File: src/rtl/rfsh_pkg.sv
package rfsh_pkg;
  typedef enum logic [1:0] {
    SEL_CTRL = 2'd0,
    SEL_CNT  = 2'd1,
    SEL_CMP  = 2'd2,
    SEL_NONE = 2'd3
  } reg_sel_e;
endpackage

File: src/rtl/rfsh_counter.sv
module rfsh_counter #(
  parameter int CNT_W = 8
) (
  input  logic             clk,
  input  logic             rst,
  input  logic             tick_en,
  input  logic             cnt_ld,
  input  logic             cmp_ld,
  input  logic [CNT_W-1:0] ld_val,
  output logic [CNT_W-1:0] cnt,
  output logic [CNT_W-1:0] cmp,
  output logic             match
);
  assign match = tick_en && (cnt == cmp);

  always_ff @(posedge clk) begin
    if (rst) begin
      cnt <= '0;
      cmp <= '0;
    end else begin
      if (cnt_ld)       cnt <= ld_val;
      else if (match)   cnt <= '0;
      else if (tick_en) cnt <= cnt + 1'b1;
      if (cmp_ld)       cmp <= ld_val;
    end
  end

  AST_CNT_HOLD: assert property (@(posedge clk) disable iff (rst)
    (!tick_en && !cnt_ld) |=> $stable(cnt));
  AST_MATCH_CLEAR: assert property (@(posedge clk) disable iff (rst)
    (match && !cnt_ld) |=> (cnt == '0));
  AST_CMP_HOLD: assert property (@(posedge clk) disable iff (rst)
    !cmp_ld |=> $stable(cmp));
endmodule

File: src/rtl/rfsh_status.sv
module rfsh_status #(
  parameter int CKS_W = 3
) (
  input  logic             clk,
  input  logic             rst,
  input  logic             ctl_wr,
  input  logic             ctl_rd,
  input  logic [CKS_W-1:0] wr_cks,
  input  logic             wr_ren,
  input  logic             wr_ie,
  input  logic             wr_flag,
  input  logic             match,
  input  logic             rfsh_ack,
  output logic [CKS_W-1:0] cks,
  output logic             ren,
  output logic             ie,
  output logic             flag,
  output logic             rfsh_req,
  output logic             irq
);
  logic armed;
  logic flag_clr;
  logic flag_d;
  logic ie_d;

  assign flag_clr = ctl_wr && armed && !wr_flag;
  assign flag_d   = match || (flag && !flag_clr);
  assign ie_d     = ctl_wr ? wr_ie : ie;

  always_ff @(posedge clk) begin
    if (rst) begin
      cks      <= '0;
      ren      <= 1'b0;
      ie       <= 1'b0;
      flag     <= 1'b0;
      armed    <= 1'b0;
      rfsh_req <= 1'b0;
      irq      <= 1'b0;
    end else begin
      if (ctl_wr) begin
        cks <= wr_cks;
        ren <= wr_ren;
        ie  <= wr_ie;
      end
      flag <= flag_d;
      if (ctl_wr)              armed <= 1'b0;
      else if (ctl_rd && flag) armed <= 1'b1;
      rfsh_req <= (rfsh_req && !rfsh_ack) || (match && ren);
      irq      <= flag_d && ie_d;
    end
  end

  AST_REQ_HOLD: assert property (@(posedge clk) disable iff (rst)
    (rfsh_req && !rfsh_ack) |=> rfsh_req);
  AST_REQ_ACK: assert property (@(posedge clk) disable iff (rst)
    (rfsh_ack && !match) |=> !rfsh_req);
  AST_FLAG_SET: assert property (@(posedge clk) disable iff (rst)
    match |=> flag);
  AST_IRQ_SRC: assert property (@(posedge clk) disable iff (rst)
    irq |-> (flag && ie));
  AST_FLAG_W1: assert property (@(posedge clk) disable iff (rst)
    (flag && ctl_wr && wr_flag) |=> flag);
endmodule

File: src/rtl/rfsh_timer.sv
module rfsh_timer #(
  parameter int          DATA_W = 32,
  parameter int          CNT_W  = 8,
  parameter int          CKS_W  = 3,
  parameter int          KEY_W  = 16,
  parameter logic [15:0] KEY    = 16'hA55A
) (
  input  logic              clk,
  input  logic              rst,
  input  logic              reg_wr,
  input  logic              reg_rd,
  input  logic [1:0]        reg_sel,
  input  logic [DATA_W-1:0] reg_wdata,
  output logic [DATA_W-1:0] reg_rdata,
  input  logic              tick,
  input  logic              rfsh_ack,
  output logic              rfsh_req,
  output logic              irq
);
  import rfsh_pkg::*;

  localparam int REN_BIT  = CKS_W;
  localparam int IE_BIT   = CKS_W + 1;
  localparam int FLAG_BIT = CNT_W - 1;

  logic [CNT_W-1:0]  cnt, cmp;
  logic [CKS_W-1:0]  cks;
  logic              ren, ie, flag, match, tick_en, key_ok;
  logic              cnt_ld, cmp_ld, ctl_wr, ctl_rd;
  logic [DATA_W-1:0] rd_mux;
  reg_sel_e          sel;

  assign sel     = reg_sel_e'(reg_sel);
  assign tick_en = tick && (cks != '0);
  assign key_ok  = (reg_wdata[DATA_W-1 -: KEY_W] == KEY[KEY_W-1:0]);
  assign cnt_ld  = reg_wr && key_ok && (sel == SEL_CNT);
  assign cmp_ld  = reg_wr && key_ok && (sel == SEL_CMP);
  assign ctl_wr  = reg_wr && (sel == SEL_CTRL);
  assign ctl_rd  = reg_rd && (sel == SEL_CTRL);

  rfsh_counter #(.CNT_W(CNT_W)) u_cnt (
    .clk(clk), .rst(rst), .tick_en(tick_en), .cnt_ld(cnt_ld), .cmp_ld(cmp_ld),
    .ld_val(reg_wdata[CNT_W-1:0]), .cnt(cnt), .cmp(cmp), .match(match)
  );

  rfsh_status #(.CKS_W(CKS_W)) u_stat (
    .clk(clk), .rst(rst), .ctl_wr(ctl_wr), .ctl_rd(ctl_rd),
    .wr_cks(reg_wdata[CKS_W-1:0]), .wr_ren(reg_wdata[REN_BIT]),
    .wr_ie(reg_wdata[IE_BIT]), .wr_flag(reg_wdata[FLAG_BIT]),
    .match(match), .rfsh_ack(rfsh_ack), .cks(cks), .ren(ren), .ie(ie),
    .flag(flag), .rfsh_req(rfsh_req), .irq(irq)
  );

  always_comb begin
    rd_mux = '0;
    case (sel)
      SEL_CTRL: begin
        rd_mux[CKS_W-1:0] = cks;
        rd_mux[REN_BIT]   = ren;
        rd_mux[IE_BIT]    = ie;
        rd_mux[FLAG_BIT]  = flag;
      end
      SEL_CNT:  rd_mux[CNT_W-1:0] = cnt;
      SEL_CMP:  rd_mux[CNT_W-1:0] = cmp;
      default:  rd_mux = '0;
    endcase
  end

  always_ff @(posedge clk) begin
    if (rst)         reg_rdata <= '0;
    else if (reg_rd) reg_rdata <= rd_mux;
  end

  AST_RDATA_UPPER: assert property (@(posedge clk) disable iff (rst)
    reg_rdata[DATA_W-1:CNT_W] == '0);
  AST_NOKEY_CNT: assert property (@(posedge clk) disable iff (rst)
    (reg_wr && !key_ok && !tick_en) |=> $stable(cnt));
  AST_NOTICK_NOREQ: assert property (@(posedge clk) disable iff (rst)
    (!tick_en && !rfsh_req) |=> !rfsh_req);
endmodule

File: config.mk
export PLATFORM = sky130hd
export DESIGN_NAME = rfsh_timer
export DESIGN_NICKNAME = d
export VERILOG_FILES = /design/src/rtl/rfsh_pkg.sv /design/src/rtl/rfsh_counter.sv /design/src/rtl/rfsh_status.sv /design/src/rtl/rfsh_timer.sv
export SDC_FILE = /design/constraint.sdc
export NUM_CORES = 1
export LEC_CHECK = 0
export BUFFER_PORTS_ARGS = -buffer_cell sky130_fd_sc_hd__buf_2
export CAP_MARGIN = 10
export CORE_ASPECT_RATIO = 1.4
export CORE_MARGIN = 2
export CORE_UTILIZATION = 30
export CTS_CLUSTER_SIZE = 25
export DETAILED_ROUTE_END_ITERATION = 10
export PLACE_DENSITY = 0.58
export SYNTH_ARGS = -nofsm -noshare
export SYNTH_HDL_FRONTEND = slang
export SYNTH_HIERARCHICAL = 1
export SYNTH_SLANG_ARGS = --single-unit
File: constraint.sdc
create_clock -name clk -period 2.9 [get_ports clk]
set_clock_uncertainty 0.1 [all_clocks]
set_input_delay 0.29 -clock clk [delete_from_list [all_inputs] [get_ports clk]]
set_output_delay 0.29 -clock clk [all_outputs]
set_load 0.005 [all_outputs]
Word-level counts from Yosys, hierarchy flattened
Cells that the tools add are included.

Bits in registers: 33. Input port bits: 40. Output and inout bits: 34.

Add/subtract/negate cells: 1. Eq/ne operators: 4. Muxes and demuxes: 7. Reductions and logical operators: 23.

Operators by type and width (number): 8-bit two-way mux (3); 16-bit == test (second input constant) (1); 5-bit case mux with 3 select lines (1); 1-bit logical AND (14); 8-bit by 1-bit adder with 8-bit output (second input constant) (1); 8-bit == test (1); 3-bit nonzero test (2); 2-bit case mux with 2 select lines (1); 1-bit zero test (3); 1-bit case mux with 3 select lines (1); 2-bit by 1-bit == test with 1-bit output (second input constant) (1); 2-bit == test (second input constant) (1); 2-bit zero test (1); 1-bit logical OR (2); 2-bit OR reduction (1); 1-bit two-way mux (1).

Longest topological paths before layout
Depth after elaboration: 8. Gate-level depth with buffers: 10. Mapped depth without buffers: 8.

Hierarchy
The synthesis kept the hierarchy.

By module, submodules not included: rfsh_counter (times used 1, cells each 103, area an instance 924.6 µm²); rfsh_timer (times used 1, cells each 84, area an instance 719.4 µm²); rfsh_status (times used 1, cells each 30, area an instance 322.8 µm²).

Worst setup path after synthesis
No wires, ideal clock.

Path type: input port to flip-flop. From: input port reg_wdata[25]. To: register u_cnt.cnt[6]. Data arrival time: 1721 ps. Path slack: 944 ps. Stages: 7. Cells stage by stage: nor4bb_1 nand4_1 nor3_1 clkbuf_1 nor3b_1 a21oi_1 o32ai_1.

Word-level cells in the longest chain between the ends: 4. Elaborated cells between the ends (all ways): 5. Those cells by class: eq/ne (1); mux (1); reduce/logical (3).

RTL lines: from (decl) (RTL line rfsh_timer.sv:13) `input logic [DATA_W-1:0] reg_wdata,`; 16-bit == test * (RTL line rfsh_timer.sv:35) `assign key_ok = (reg_wdata[DATA_W-1 -: KEY_W] == KEY[KEY_W-1:0]);`; 1-bit logical AND * (2 in series) (RTL line rfsh_timer.sv:36) `assign cnt_ld = reg_wr && key_ok && (sel == SEL_CNT);`; net cnt_ld (RTL line rfsh_timer.sv:29) `logic cnt_ld, cmp_ld, ctl_wr, ctl_rd;`; 3-bit nonzero test (no line) / 8-bit two-way mux (equally long branches); to (signal assigned) (RTL line rfsh_counter.sv:21) `if (cnt_ld) cnt <= ld_val;`; to (signal assigned) (RTL line rfsh_counter.sv:23) `else if (tick_en) cnt <= cnt + 1'b1;`; to (decl) (RTL line rfsh_counter.sv:10) `output logic [CNT_W-1:0] cnt,`.

The timed path passes the listed nets; every way through them passes the cells marked *. A chain may end at the register's enable or synchronous reset.

Worst setup path after layout
From: register u_cnt.cnt[3]. To: register u_stat.irq.

Word-level cells in the longest chain between the ends: 4.

RTL lines: 8-bit == test (RTL line rfsh_counter.sv:14) `assign match = tick_en && (cnt == cmp);`; 1-bit logical AND (RTL line rfsh_counter.sv:14); net match (RTL line rfsh_timer.sv:28) `logic ren, ie, flag, match, tick_en, key_ok;`; 1-bit logical OR (RTL line rfsh_status.sv:27) `assign flag_d = match || (flag && !flag_clr);`; 1-bit logical AND (RTL line rfsh_status.sv:49) `irq <= flag_d && ie_d;`; to (signal assigned) (RTL line rfsh_status.sv:49); to (decl) (RTL line rfsh_status.sv:19) `output logic irq`.

The timed path passes the listed nets, and every way through them passes these cells.

==> results <==
- The flow ran to the end, and the final reports show no timing, DRC or antenna violations.
- The global-route met1 utilization is 14.3%.
- The count of flip-flops with a built-in enable after synthesis is 0.
- The number of nets still failing antenna checks after routing is 0.
- The final weighted congestion in routability-driven placement is 0.810.
- The wire length of the first global-routing pass is 7.53 mm.
- The number of remaining DRC errors is 0.
- Relative to the synthesized area, the layout overhead comes to 12.7%.
- The number of iterations in the first detailed-routing pass is 5.
- The sequential share of the synthesized area is between 30% and 40%.
- The hold buffer count at CTS is 0.
- The maximum buffer depth of the clock tree is 2.
- The maximum fanout count along the critical path is 8.
- The layout has slightly below 700 filler cells.
- Adding up every negative setup slack in the final design gives 0 ns.
- The total count of hold-check failures in the final report is 0.
- The actual slew at the worst max-slew pin is between 0.6 and 0.7 ns.
- Summed over all layers, the routed wires come to 4.60 mm.
- The leftover overflow at the end of global routing is 0.
- The clock network latency to the later pin of the worst-skew pair is ~0.29 ns.
- TritonCTS built the clock tree.
- The register clock-pin slew on the reported worst setup and hold paths is ~0.070 ns.
- The maximum number of pins on one net before global-route repair is 38.
- Buffers inserted during clock tree synthesis total 5.
- The number of buffer and inverter instances along the worst setup path is 0.
- The worst setup slack after layout is 0.816 ns.
- The largest incremental delay on the critical path is 0.51 ns.
- The number of sinks on the clock net is 33.
- At the worst endpoint, the required time is about 3.0 ns.
- The number of buffers added for setup after CTS is 0.
- The minimum period implied by the final worst setup slack is about 2.1 ns.
- The library cell used as clock root buffer is clkbuf_8.
- In this run the horizontal extent of the chip is a little over 70 µm.
- The setup-violating endpoint count in the final report is 0.
- The average wire per standard cell is 14.0 µm.
- After layout, the design draws a total of just over 0.9 mW.
- The area of the mapped netlist is around 2000 µm².
- The initial detailed-routing violation count is 109.
- In the global route stage, met3 resource usage came out at 3.61%.
- The area enclosed by the die boundary is 7230 µm².
- Setup repair after global routing left no endpoint under its margin.
- In this run the worst hold path is classified as input pin to flip-flop.
- The number of standard cells in the layout, taps in and fillers out is between 300 and 400.
- In the routed layout, each cell is associated on average with a via count of 5.04.
- Before CTS, the worst setup slack after placement is around 0.75 ns.
- The overall die height is between 90 and 100 µm.
- The share of the synthesized area in the top cell type is 33.6%.
- In this run, synthesis produced a sequential element count of 33.
- The most common cell after layout, fill and taps aside is buf_2.
- The count of cells resized by post-cts repair is 0.
- The number of different library cells used by synthesis comes to between 40 and 50.
- Based on the critical path, the design can be clocked at up to between 400 and 500 MHz.
- The number of diodes added for antenna fixing is 0.
- STA classifies the critical path endpoint as a flip-flop.
- The via count of the first global-routing pass was between 1500 and 2000.
- The category of cells accounting for the largest share of critical-path delay is simple AND/OR/NAND/NOR gates.
- During placement, the flow inserted port buffers numbering 41.
- The number of antenna violations at the first check in global routing is 0.
- The share of flip-flops with an asynchronous set or reset after synthesis is 0%.
- The power per unit of standard cell area is ~410 nW/µm².
- The share of cells above drive strength 1 is between 20% and 30%.
- Across all layers, the routed design uses between 1500 and 2000 vias.
- Max-cap violations in this run came to 0.
- The global routing stage identified its most utilized layer as met2.
- In this run the number of H-tree levels came out at 2.
- At the worst endpoint, the arrival time is about 2.2 ns.
- During I/O placement, the number of pins put on the boundary was between 70 and 80.
- The number of placed instances with taps included is approximately 320.
- The share of the cycle needed by the critical path after routing is between 70% and 80%.
- The net count of the finished layout is just over 300.
- The placed wire-length estimate is between 3 and 4 mm.
- Among all flip-flop cells after synthesis, the most frequent one is dfxtp_1.
- The number of pins exceeding their max-slew limit in the final report is 0.
- The worst supply voltage drop on vdd is approximately 0.00014 V.
- The core region is approximately 6300 µm².
- The cell type with the largest total area after synthesis is dfxtp_1.
- Once the floorplan was initialized, standard cells occupied roughly 31% of the core.
- Walking the worst path, the cells encountered are xnor2_1 > nand4_2 > nor3_1 > and4bb_1 > nor4_2.
- The top cell types in the final layout, fill and taps aside, are buf_2, dfxtp_1, conb_1.
- Yosys printed 6 warnings.
- The number of instances in the synthesized netlist is between 200 and 250.
- For met2 alone, demand over resource in global routing was 23.4%.
- STA classifies the critical path startpoint as a flip-flop.
- The mean post-synth cell area is 9.06 µm².
- In the post-synthesis netlist, the biggest area contributors are dfxtp_1, buf_4, mux2i_1.
- The worst slew slack as a fraction of its limit is between 50% and 60%.
- The analysis attributes to cell leakage a power of between 0.8 and 0.9 nW.
- The path type of the worst setup path is flip-flop to flip-flop.
- On the critical path, the stage with the largest delay is an instance of dfxtp_1.
- For this run, the total global-route usage over all layers was measured as between 10 and 15%.
- The floorplan row count is 34.
==> cell type report <==
type / count / area (µm²) / area share (%)
multi-input combinational: 158 / 1100 / 49.4
sequential: 33 / 661 / 29.8
timing repair buffer: 45 / 235 / 10.6
tap: 72 / 90.1 / 4.06
clock buffer: 7 / 86.3 / 3.89
inverter: 13 / 48.8 / 2.20
==> cell usage after synthesis, drive strengths merged, types with 3 or more instances <==
cell type   n
mux2i      14
nand3       8
o32ai       8
xnor2      10
inv        13
a222oi      6
nor2       17
ha          6
nor4bb      3
nor3b       4
nand4       4
a21oi       9
nor3        7
clkbuf      4
dfxtp      33
buf        32
nand2       8
nand2b      3
==> worst paths after layout <==
check | from | to | slack, ns | cells after the start
setup / recovery | u_cnt/cnt[3] | u_stat/irq | 0.82 | 5
hold / removal | rfsh_ack | u_stat/rfsh_req | 0.15 | 3
setup reg to reg | u_cnt/cnt[3] | u_stat/irq | 0.82 | 5
hold reg to reg | u_stat/rfsh_req | u_stat/rfsh_req | 0.36 | 2
==> per-stage QoR <==
step	utilization [%]	hold slack, ns	area [µm²]
2_1_floorplan	-	0.337	2050
3_3_place_gp	33.8	0.352	2130
3_5_place_dp	33.8	0.359	2130
4_1_cts	35.2	0.149	2220
5_1_grt	35.2	0.152	2220
6_report	35.2	0.154	2220
==> cell families after synthesis <==
group | share of synthesized area, %
buffers and inverters | 15.1
multiplexers | 7.12
AND/OR/NAND/NOR | 20.4
AO/OA/AOI/OAI | 14.5
other | 0.191
XOR/XNOR | 5.34
flip-flops | 33.6
adder cells (fa/ha/maj) | 3.82
==> metal layers <==
layer | routed length [µm] | part of all wire [%]
met3 | 193 | 4.2
met2 | 2400 | 52
met5 | 0 | 0
met4 | 173 | 3.8
met1 | 1830 | 40
==> tightest hold or removal path, stage by stage <==
cell	delay [ns]
buf_2	0.07
nand2b_1	0.08
a21oi_1	0.05
==> power by group <==
| part | internal, mW | switching [mW] |
|---|---|---|
| Sequential | 0.458 | 0.00503 |
| Combinational | 0.0355 | 0.0572 |
| Clock | 0.188 | 0.163 |
| Total | 0.682 | 0.226 |
==> sequential cells by signal, summed over array words and instances (netlist names) <==
register,count
reg_rdata,8
u_cnt/cmp,8
u_cnt/cnt,8
u_stat/armed,1
u_stat/cks,3
u_stat/flag,1
u_stat/ie,1
u_stat/irq,1
u_stat/ren,1
u_stat/rfsh_req,1
Note: power is estimated with default switching activity, not from simulation.
